<file path="config.mk">
export PLATFORM = sky130hd
export DESIGN_NAME = ptmr_top
export DESIGN_NICKNAME = d
export VERILOG_FILES = /design/src/rtl/ptmr_pkg.sv /design/src/rtl/ptmr_reg_file.sv /design/src/rtl/ptmr_tick_gen.sv /design/src/rtl/ptmr_count_core.sv /design/src/rtl/ptmr_wave_out.sv /design/src/rtl/ptmr_top.sv
export SDC_FILE = /design/constraint.sdc
export NUM_CORES = 1
export LEC_CHECK = 0
export ABC_CLOCK_PERIOD_IN_PS = 3300
export CAP_MARGIN = 20
export CORE_AREA = 4 4 97 99
export CTS_BUF_LIST = sky130_fd_sc_hd__clkbuf_8
export DETAILED_ROUTE_END_ITERATION = 7
export DIE_AREA = 0 0 101 103
export DONT_BUFFER_PORTS = 1
export MAX_ROUTING_LAYER = met4
export PLACE_DENSITY_LB_ADDON = 0.1
export SLEW_MARGIN = 40
export SYNTH_ARGS = -nofsm -noshare
export SYNTH_HDL_FRONTEND = slang
export SYNTH_SLANG_ARGS = --single-unit
</file>
<file path="constraint.sdc">
create_clock -name clk -period 3.3 [get_ports clk]
set_clock_uncertainty 0.15 [all_clocks]
set_input_delay 0.66 -clock clk [delete_from_list [all_inputs] [get_ports clk]]
set_output_delay 0.66 -clock clk [all_outputs]
set_load 0.01 [all_outputs]
</file>
<file path="src/rtl/ptmr_pkg.sv">
package ptmr_pkg;
  localparam int PRE_W   = 8;
  localparam int DCODE_W = 4;
  localparam int DIV_CW  = 4;  // holds ratio-1 for ratios up to 16

  typedef enum logic [1:0] {
    RA_PRESCALE = 2'd0,
    RA_DIVCODE  = 2'd1,
    RA_CNTBUF   = 2'd2,
    RA_CMPBUF   = 2'd3
  } ptmr_addr_e;

  // last value of the divider stage counter for a given code
  function automatic logic [DIV_CW-1:0] div_last(input logic [DCODE_W-1:0] code);
    logic [DIV_CW-1:0] r;
    case (code)
      4'd0:    r = 4'd0;
      4'd1:    r = 4'd1;
      4'd2:    r = 4'd3;
      4'd3:    r = 4'd7;
      default: r = 4'd15;
    endcase
    return r;
  endfunction
endpackage

</file>
<file path="src/rtl/ptmr_reg_file.sv">
module ptmr_reg_file
  import ptmr_pkg::*;
#(
  parameter int CNT_W = 16
) (
  input  logic                clk,
  input  logic                rst,
  input  logic                we,
  input  logic [1:0]          addr,
  input  logic [CNT_W-1:0]    wdata,
  output logic [CNT_W-1:0]    rdata,
  output logic [PRE_W-1:0]    pre_o,
  output logic [DCODE_W-1:0]  dcode_o,
  output logic [CNT_W-1:0]    cnt_buf_o,
  output logic [CNT_W-1:0]    cmp_buf_o
);
  localparam int PRE_PAD = CNT_W - PRE_W;
  localparam int DC_PAD  = CNT_W - DCODE_W;

  ptmr_addr_e sel;
  assign sel = ptmr_addr_e'(addr);

  always_ff @(posedge clk) begin
    if (rst) begin
      pre_o     <= '0;
      dcode_o   <= '0;
      cnt_buf_o <= '0;
      cmp_buf_o <= '0;
    end else if (we) begin
      case (sel)
        RA_PRESCALE: pre_o     <= wdata[PRE_W-1:0];
        RA_DIVCODE:  dcode_o   <= wdata[DCODE_W-1:0];
        RA_CNTBUF:   cnt_buf_o <= wdata;
        default:     cmp_buf_o <= wdata;
      endcase
    end
  end

  always_ff @(posedge clk) begin
    if (rst) begin
      rdata <= '0;
    end else begin
      case (sel)
        RA_PRESCALE: rdata <= {{PRE_PAD{1'b0}}, pre_o};
        RA_DIVCODE:  rdata <= {{DC_PAD{1'b0}}, dcode_o};
        RA_CNTBUF:   rdata <= cnt_buf_o;
        default:     rdata <= cmp_buf_o;
      endcase
    end
  end
endmodule

</file>
<file path="src/rtl/ptmr_tick_gen.sv">
module ptmr_tick_gen
  import ptmr_pkg::*;
(
  input  logic               clk,
  input  logic               rst,
  input  logic               run_i,
  input  logic [PRE_W-1:0]   pre_i,
  input  logic [DCODE_W-1:0] dcode_i,
  output logic               tick_o
);
  logic [PRE_W-1:0]  pre_q;
  logic [DIV_CW-1:0] div_q;
  logic [DIV_CW-1:0] div_end;
  logic              pre_wrap;
  logic              div_wrap;

  assign div_end  = div_last(dcode_i);
  // >= keeps the stages bounded if a setting is lowered mid-count
  assign pre_wrap = (pre_q >= pre_i);
  assign div_wrap = (div_q >= div_end);
  assign tick_o   = run_i && pre_wrap && div_wrap;

  always_ff @(posedge clk) begin
    if (rst || !run_i) begin
      pre_q <= '0;
      div_q <= '0;
    end else begin
      pre_q <= pre_wrap ? '0 : pre_q + 1'b1;
      if (pre_wrap) div_q <= div_wrap ? '0 : div_q + 1'b1;
    end
  end
endmodule

</file>
<file path="src/rtl/ptmr_count_core.sv">
module ptmr_count_core #(
  parameter int CNT_W = 16
) (
  input  logic             clk,
  input  logic             rst,
  input  logic             tick_i,
  input  logic             load_i,
  input  logic             auto_i,
  input  logic [CNT_W-1:0] cnt_buf_i,
  input  logic [CNT_W-1:0] cmp_buf_i,
  output logic [CNT_W-1:0] cnt_o,
  output logic [CNT_W-1:0] cmp_o,
  output logic             done_o,
  output logic             irq_o
);
  localparam logic [CNT_W-1:0] ONE = 1;

  logic at_zero;
  logic expire;

  assign at_zero = (cnt_o == '0);
  assign expire  = tick_i && !done_o && at_zero;

  always_ff @(posedge clk) begin
    if (rst) begin
      cnt_o  <= '0;
      cmp_o  <= '0;
      done_o <= 1'b0;
      irq_o  <= 1'b0;
    end else if (load_i) begin
      cnt_o  <= cnt_buf_i;
      cmp_o  <= cmp_buf_i;
      done_o <= 1'b0;
      irq_o  <= 1'b0;
    end else begin
      irq_o <= expire;
      if (expire) begin
        if (auto_i) begin
          cnt_o <= cnt_buf_i;
          cmp_o <= cmp_buf_i;
        end else begin
          done_o <= 1'b1;
        end
      end else if (tick_i && !done_o) begin
        cnt_o <= cnt_o - ONE;
      end
    end
  end
endmodule

</file>
<file path="src/rtl/ptmr_wave_out.sv">
module ptmr_wave_out #(
  parameter int CNT_W = 16
) (
  input  logic             clk,
  input  logic             rst,
  input  logic             active_i,
  input  logic             invert_i,
  input  logic [CNT_W-1:0] cnt_i,
  input  logic [CNT_W-1:0] cmp_i,
  output logic             pwm_o
);
  logic level;
  assign level = active_i ? (cnt_i <= cmp_i) : 1'b0;

  always_ff @(posedge clk) begin
    if (rst) pwm_o <= 1'b0;
    else     pwm_o <= level ^ invert_i;
  end
endmodule

</file>
<file path="src/rtl/ptmr_top.sv">
module ptmr_top
  import ptmr_pkg::*;
#(
  parameter int CNT_W = 16
) (
  input  logic             clk,
  input  logic             rst,
  input  logic             reg_we,
  input  logic [1:0]       reg_addr,
  input  logic [CNT_W-1:0] reg_wdata,
  output logic [CNT_W-1:0] reg_rdata,
  input  logic             start_i,
  input  logic             auto_reload_i,
  input  logic             invert_i,
  input  logic             manual_update_i,
  output logic             pwm_o,
  output logic             irq_o,
  output logic [CNT_W-1:0] count_obs_o
);
  logic [PRE_W-1:0]   pre_val;
  logic [DCODE_W-1:0] dcode;
  logic [CNT_W-1:0]   cnt_buf;
  logic [CNT_W-1:0]   cmp_buf;
  logic [CNT_W-1:0]   cmp_act;
  logic               tick;
  logic               done;

  ptmr_reg_file #(.CNT_W(CNT_W)) regs_i (
    .clk(clk), .rst(rst), .we(reg_we), .addr(reg_addr), .wdata(reg_wdata),
    .rdata(reg_rdata), .pre_o(pre_val), .dcode_o(dcode),
    .cnt_buf_o(cnt_buf), .cmp_buf_o(cmp_buf)
  );

  ptmr_tick_gen tick_i (
    .clk(clk), .rst(rst), .run_i(start_i), .pre_i(pre_val),
    .dcode_i(dcode), .tick_o(tick)
  );

  ptmr_count_core #(.CNT_W(CNT_W)) core_i (
    .clk(clk), .rst(rst), .tick_i(tick), .load_i(manual_update_i),
    .auto_i(auto_reload_i), .cnt_buf_i(cnt_buf), .cmp_buf_i(cmp_buf),
    .cnt_o(count_obs_o), .cmp_o(cmp_act), .done_o(done), .irq_o(irq_o)
  );

  ptmr_wave_out #(.CNT_W(CNT_W)) wave_i (
    .clk(clk), .rst(rst), .active_i(start_i && !done), .invert_i(invert_i),
    .cnt_i(count_obs_o), .cmp_i(cmp_act), .pwm_o(pwm_o)
  );
endmodule

</file>
==> out/qor.csv <==
stage;metric;value;unit
outcome;outcome;finished clean;
pwr;Clock power frac;32.2;%
clocking;Clock Latency Late Sink;0.39;ns
hold_path;type of the most critical hold path;in2reg;
synth;Syn Area/Cell;8.56;um^2
clocking;H-tree levels;3;
routing;routed via count;4324;
routing;Max Used Layer;met4;
pwr;static leakage;2.08;nW
pwr;internal power;2.14;mW
timing;RSZ-0062 raised after global routing;false;
critical_path;Worst path max stage delay;0.60;ns
timing;Slew Limit Fails;0;
routing;Antenna Nets Post-Route;0;
critical_path;CP Capture Type;register;
floorplanning;die height;103;um
clocking;CTS Buf Count;9;
critical_path;critical-path cell list;inv_1 > ha_1 > nor4b_4 > and4_1 > nand2b_1 > a31oi_2 > or2_4 > o21ai_1;
synth;Synth Instances;620;
timing;Tcrit/Tclk final;88.7;%
pwr;Cell Pwr Density;562;mW/mm^2
critical_path;reg2reg setup slack;0.37;ns
critical_path;CP Data Required Time;3.40;ns
pwr;Sw Share;31.7;%
pwr;Sequential Power Share;46.6;%
floorplanning;die area;0.0104;mm^2
floorplanning;Core Area;0.00855;mm^2
synth;top post-synthesis cells by area;dfxtp_1 (40%), nand2_1 (9.1%), ha_1 (7.3%);
synth;Most used DFF post-synth;dfxtp_1;
placed_design;DP Worst Slack;0.412;ns
finish;Final nets;664;
hold_path;Hold Path Sink;core_i.cnt_o[12]$_SDFFE_PP0P_;
synth;Unique masters post-synth;64;
global_route;initial antenna violation count;0;
clocking;hold_buf cts;0;
floorplanning;Die W;101;um
critical_path;RR Endpoint;core_i.cnt_o[14]$_SDFFE_PP0P_;
synth;ys async rst share;0;%
synth;Yosys top cell by area;dfxtp_1;
routing;Routed WL;12.8;mm
critical_path;critical path type;reg2reg;
timing;Max Clk Rate;342;MHz
critical_path;Reg2Reg Depth;8;
timing;final setup fails;0;
finish;multi-input logic area;0.00288;mm^2
clocking;setup bufs post-CTS;0;
synth;Synth top area share;40.4;%
global_route;GR Overflow Total;0;
placed_design;Placed Area;0.00533;mm^2
global_route;first-pass GRT wire length;20.9;mm
pwr;combinational share of power;21.2;%
global_route;Total GRT Usage;26.6;%
routing;Wirelength per Cell;17.7;um
routing;DR vias/cell;6.00;
run;MaxCap Viol Count;0;
pwr;peak supply drop;0.363;mV
hold_path;Hold Crit Start;rst;
clocking;TritonCTS clock tree;built;
global_route;largest net degree at the start of global routing;75;
clocking;Clock Tree Buf Depth;2;
critical_path;Critical Path AT;3.03;ns
finish;Sequential Area;0.00214;mm^2
timing;final worst setup slack;0.373;ns
synth;Seq/Total Area, Yosys;40.4;%
finish;fin area;0.00558;mm^2
hold_path;hold depth;1;
critical_path;Reg-to-Reg Start;core_i.cnt_o[0]$_SDFFE_PP0P_;
timing;Hold Violations, Final;0;
placed_design;hpwl dp;9.45;mm
critical_path;Worst path slowest cell;and4_1;
routing;DRC viols;0;
critical_path;Worst Path Buf+Inv;1;
global_route;vias in the first global route;4148;
routing;DR WL met3;1.10;mm
critical_path;CP top delay family;simple AND/OR/NAND/NOR gates;
timing;Tightest Pin Transition;0.701;ns
routing;WL met2;5.69;mm
critical_path;CP max FO;14;
finish;number of fill cells in the layout;732;
clocking;Clock transition at path regs;0.12;ns
clocking;# resized after CTS;0;
finish;P&R area growth vs syn;5.21;%
synth;syn_nets;676;
placed_design;GP Congestion;0.831;
pwr;P_sw;0.996;mW
floorplanning;row cnt;34;
routing;initial DRC count;343;
floorplanning;Starting Density;62.0;%
routing;M1 WL;5.79;mm
synth;Mapped Area;0.00531;mm^2
finish;layout cells sized above 1;8.48;%
synth;Syn. warnings;0;
finish;Antenna diodes;0;
timing;post-route setup TNS;0;ns
synth;EDFF count, synth;0;
timing;WHS;0.173;ns
timing;fin crit period;2.93;ns
floorplanning;# IOs;59;
clocking;clk root buf;clkbuf_8;
clocking;clock sink count;107;
critical_path;crit path launch type;register;
placed_design;Port Buffers;0;
timing;Slew headroom;53.1;%
routing;Pre-antenna DRT Iters;4;
synth;Yosys reg bits;107;
-- final cells by class --
cell class	count	share of cell area, %
flip-flops and latches	107	38.4
repair buffers	5	0.672
clock inverters	7	2.38
inverters	35	2.35
multi-input cells	450	51.6
clock buffers	9	2.22
well taps	108	2.42
-- worst reg2reg max path, stage by stage, from the launching register on --
cell and delay, ns:
dfxtp_1 0.43, inv_1 0.14, ha_1 0.18, nor4b_4 0.35, and4_1 0.61, nand2b_1 0.16
a31oi_2 0.37, or2_4 0.32, o21ai_1 0.09
-- placed cells by master, fill, tap and decap left out, types with 7 or more instances in the layout --
cell type,count
a21oi_1,66
a21oi_2,7
clkbuf_8,9
dfxtp_1,107
ha_1,31
inv_1,34
mux2i_1,23
nand2_1,128
nand2b_1,10
nand3_1,11
nor2_1,49
nor3_1,8
o21ai_0,7
o21ai_1,10
-- flip-flops by register name (all words and copies together) (netlist names) --
name,count
core_i.cmp_o,16
core_i.cnt_o,16
regs_i.cmp_buf_o,16
regs_i.cnt_buf_o,16
regs_i.rdata,16
regs_i.pre_o,8
tick_i.pre_q,8
regs_i.dcode_o,4
tick_i.div_q,4
core_i.done_o,1
core_i.irq_o,1
wave_i.pwm_o,1
-- power groups by stage --
stage	clock, mW	combinational, mW	sequential, mW
floorplan	0	0.557	1.46
detailed placement	0	0.661	1.49
global placement	0	0.639	1.49
finish	1.01	0.666	1.46
CTS	1.02	0.664	1.46
global route	1.07	0.754	1.47
-- metal layers --
metal / track usage, % / vias to the layer above
met5: - / -
met2: 39.5 / 140
met3: 8.19 / 19
met4: 7.06 / 0
met1: 35.3 / 2043
li1: - / 2122
-- synthesized netlist by cell type (all sizes together) (3+ instances only) --
| cell | count |
|---|---|
| clkbuf | 17 |
| nor3 | 9 |
| nor4 | 6 |
| nand2 | 129 |
| inv | 34 |
| nor2b | 3 |
| dfxtp | 107 |
| o32ai | 3 |
| o21ai | 17 |
| mux4 | 4 |
| a22oi | 5 |
| ha | 31 |
| nor2 | 49 |
| o211ai | 5 |
| a31oi | 4 |
| nand2b | 10 |
| a21oi | 73 |
| nand3 | 11 |
| o21a | 3 |
| a32oi | 3 |
| buf | 11 |
| xor2 | 6 |
| nand4 | 6 |
| and2 | 6 |
| nand3b | 4 |
| mux2i | 23 |
| mux2 | 4 |
| and3 | 5 |
-- logic make-up (layout without fill, tap and decap cells) --
logic type,Yosys count,after routing,share of synthesized area (%)
fa+ha+maj,31,31,7.31
flops,107,107,40.4
simple gates,246,246,21.1
compound gates,135,135,17.8
buf+inv,63,56,5.35
mux,31,31,6.89
xor+xnor,7,7,1.16
-- worst max-delay path by stage --
| stage | start | endpoint | slack, ns | cells past startpoint |
|---|---|---|---|---|
| 2_1_floorplan | regs_i.dcode_o[1]$_SDFFE_PP0P_ | core_i.cnt_o[0]$_SDFFE_PP0P_ | 0.74 | 10 |
| 3_3_place_gp | regs_i.dcode_o[1]$_SDFFE_PP0P_ | core_i.cnt_o[5]$_SDFFE_PP0P_ | 0.48 | 10 |
| 3_5_place_dp | regs_i.dcode_o[3]$_SDFFE_PP0P_ | core_i.cnt_o[5]$_SDFFE_PP0P_ | 0.41 | 10 |
| 4_1_cts | regs_i.dcode_o[3]$_SDFFE_PP0P_ | core_i.cnt_o[9]$_SDFFE_PP0P_ | 0.38 | 10 |
| 5_1_grt | core_i.cnt_o[0]$_SDFFE_PP0P_ | core_i.cnt_o[9]$_SDFFE_PP0P_ | 0.17 | 9 |
| 6_report | core_i.cnt_o[0]$_SDFFE_PP0P_ | core_i.cnt_o[14]$_SDFFE_PP0P_ | 0.37 | 8 |
-- through the flow --
| stage | utilization (%) | total power [mW] | instances |
|---|---|---|---|
| 2_1_floorplan | - | 2.02 | 620 |
| 3_3_place_gp | 62.3 | 2.13 | 705 |
| 5_1_grt | 65.3 | 3.30 | 721 |
| 6_report | 65.3 | 3.14 | 721 |
| 4_1_cts | 65.3 | 3.14 | 721 |
| 3_5_place_dp | 62.3 | 2.15 | 705 |
(Power assumes the default switching activity.)
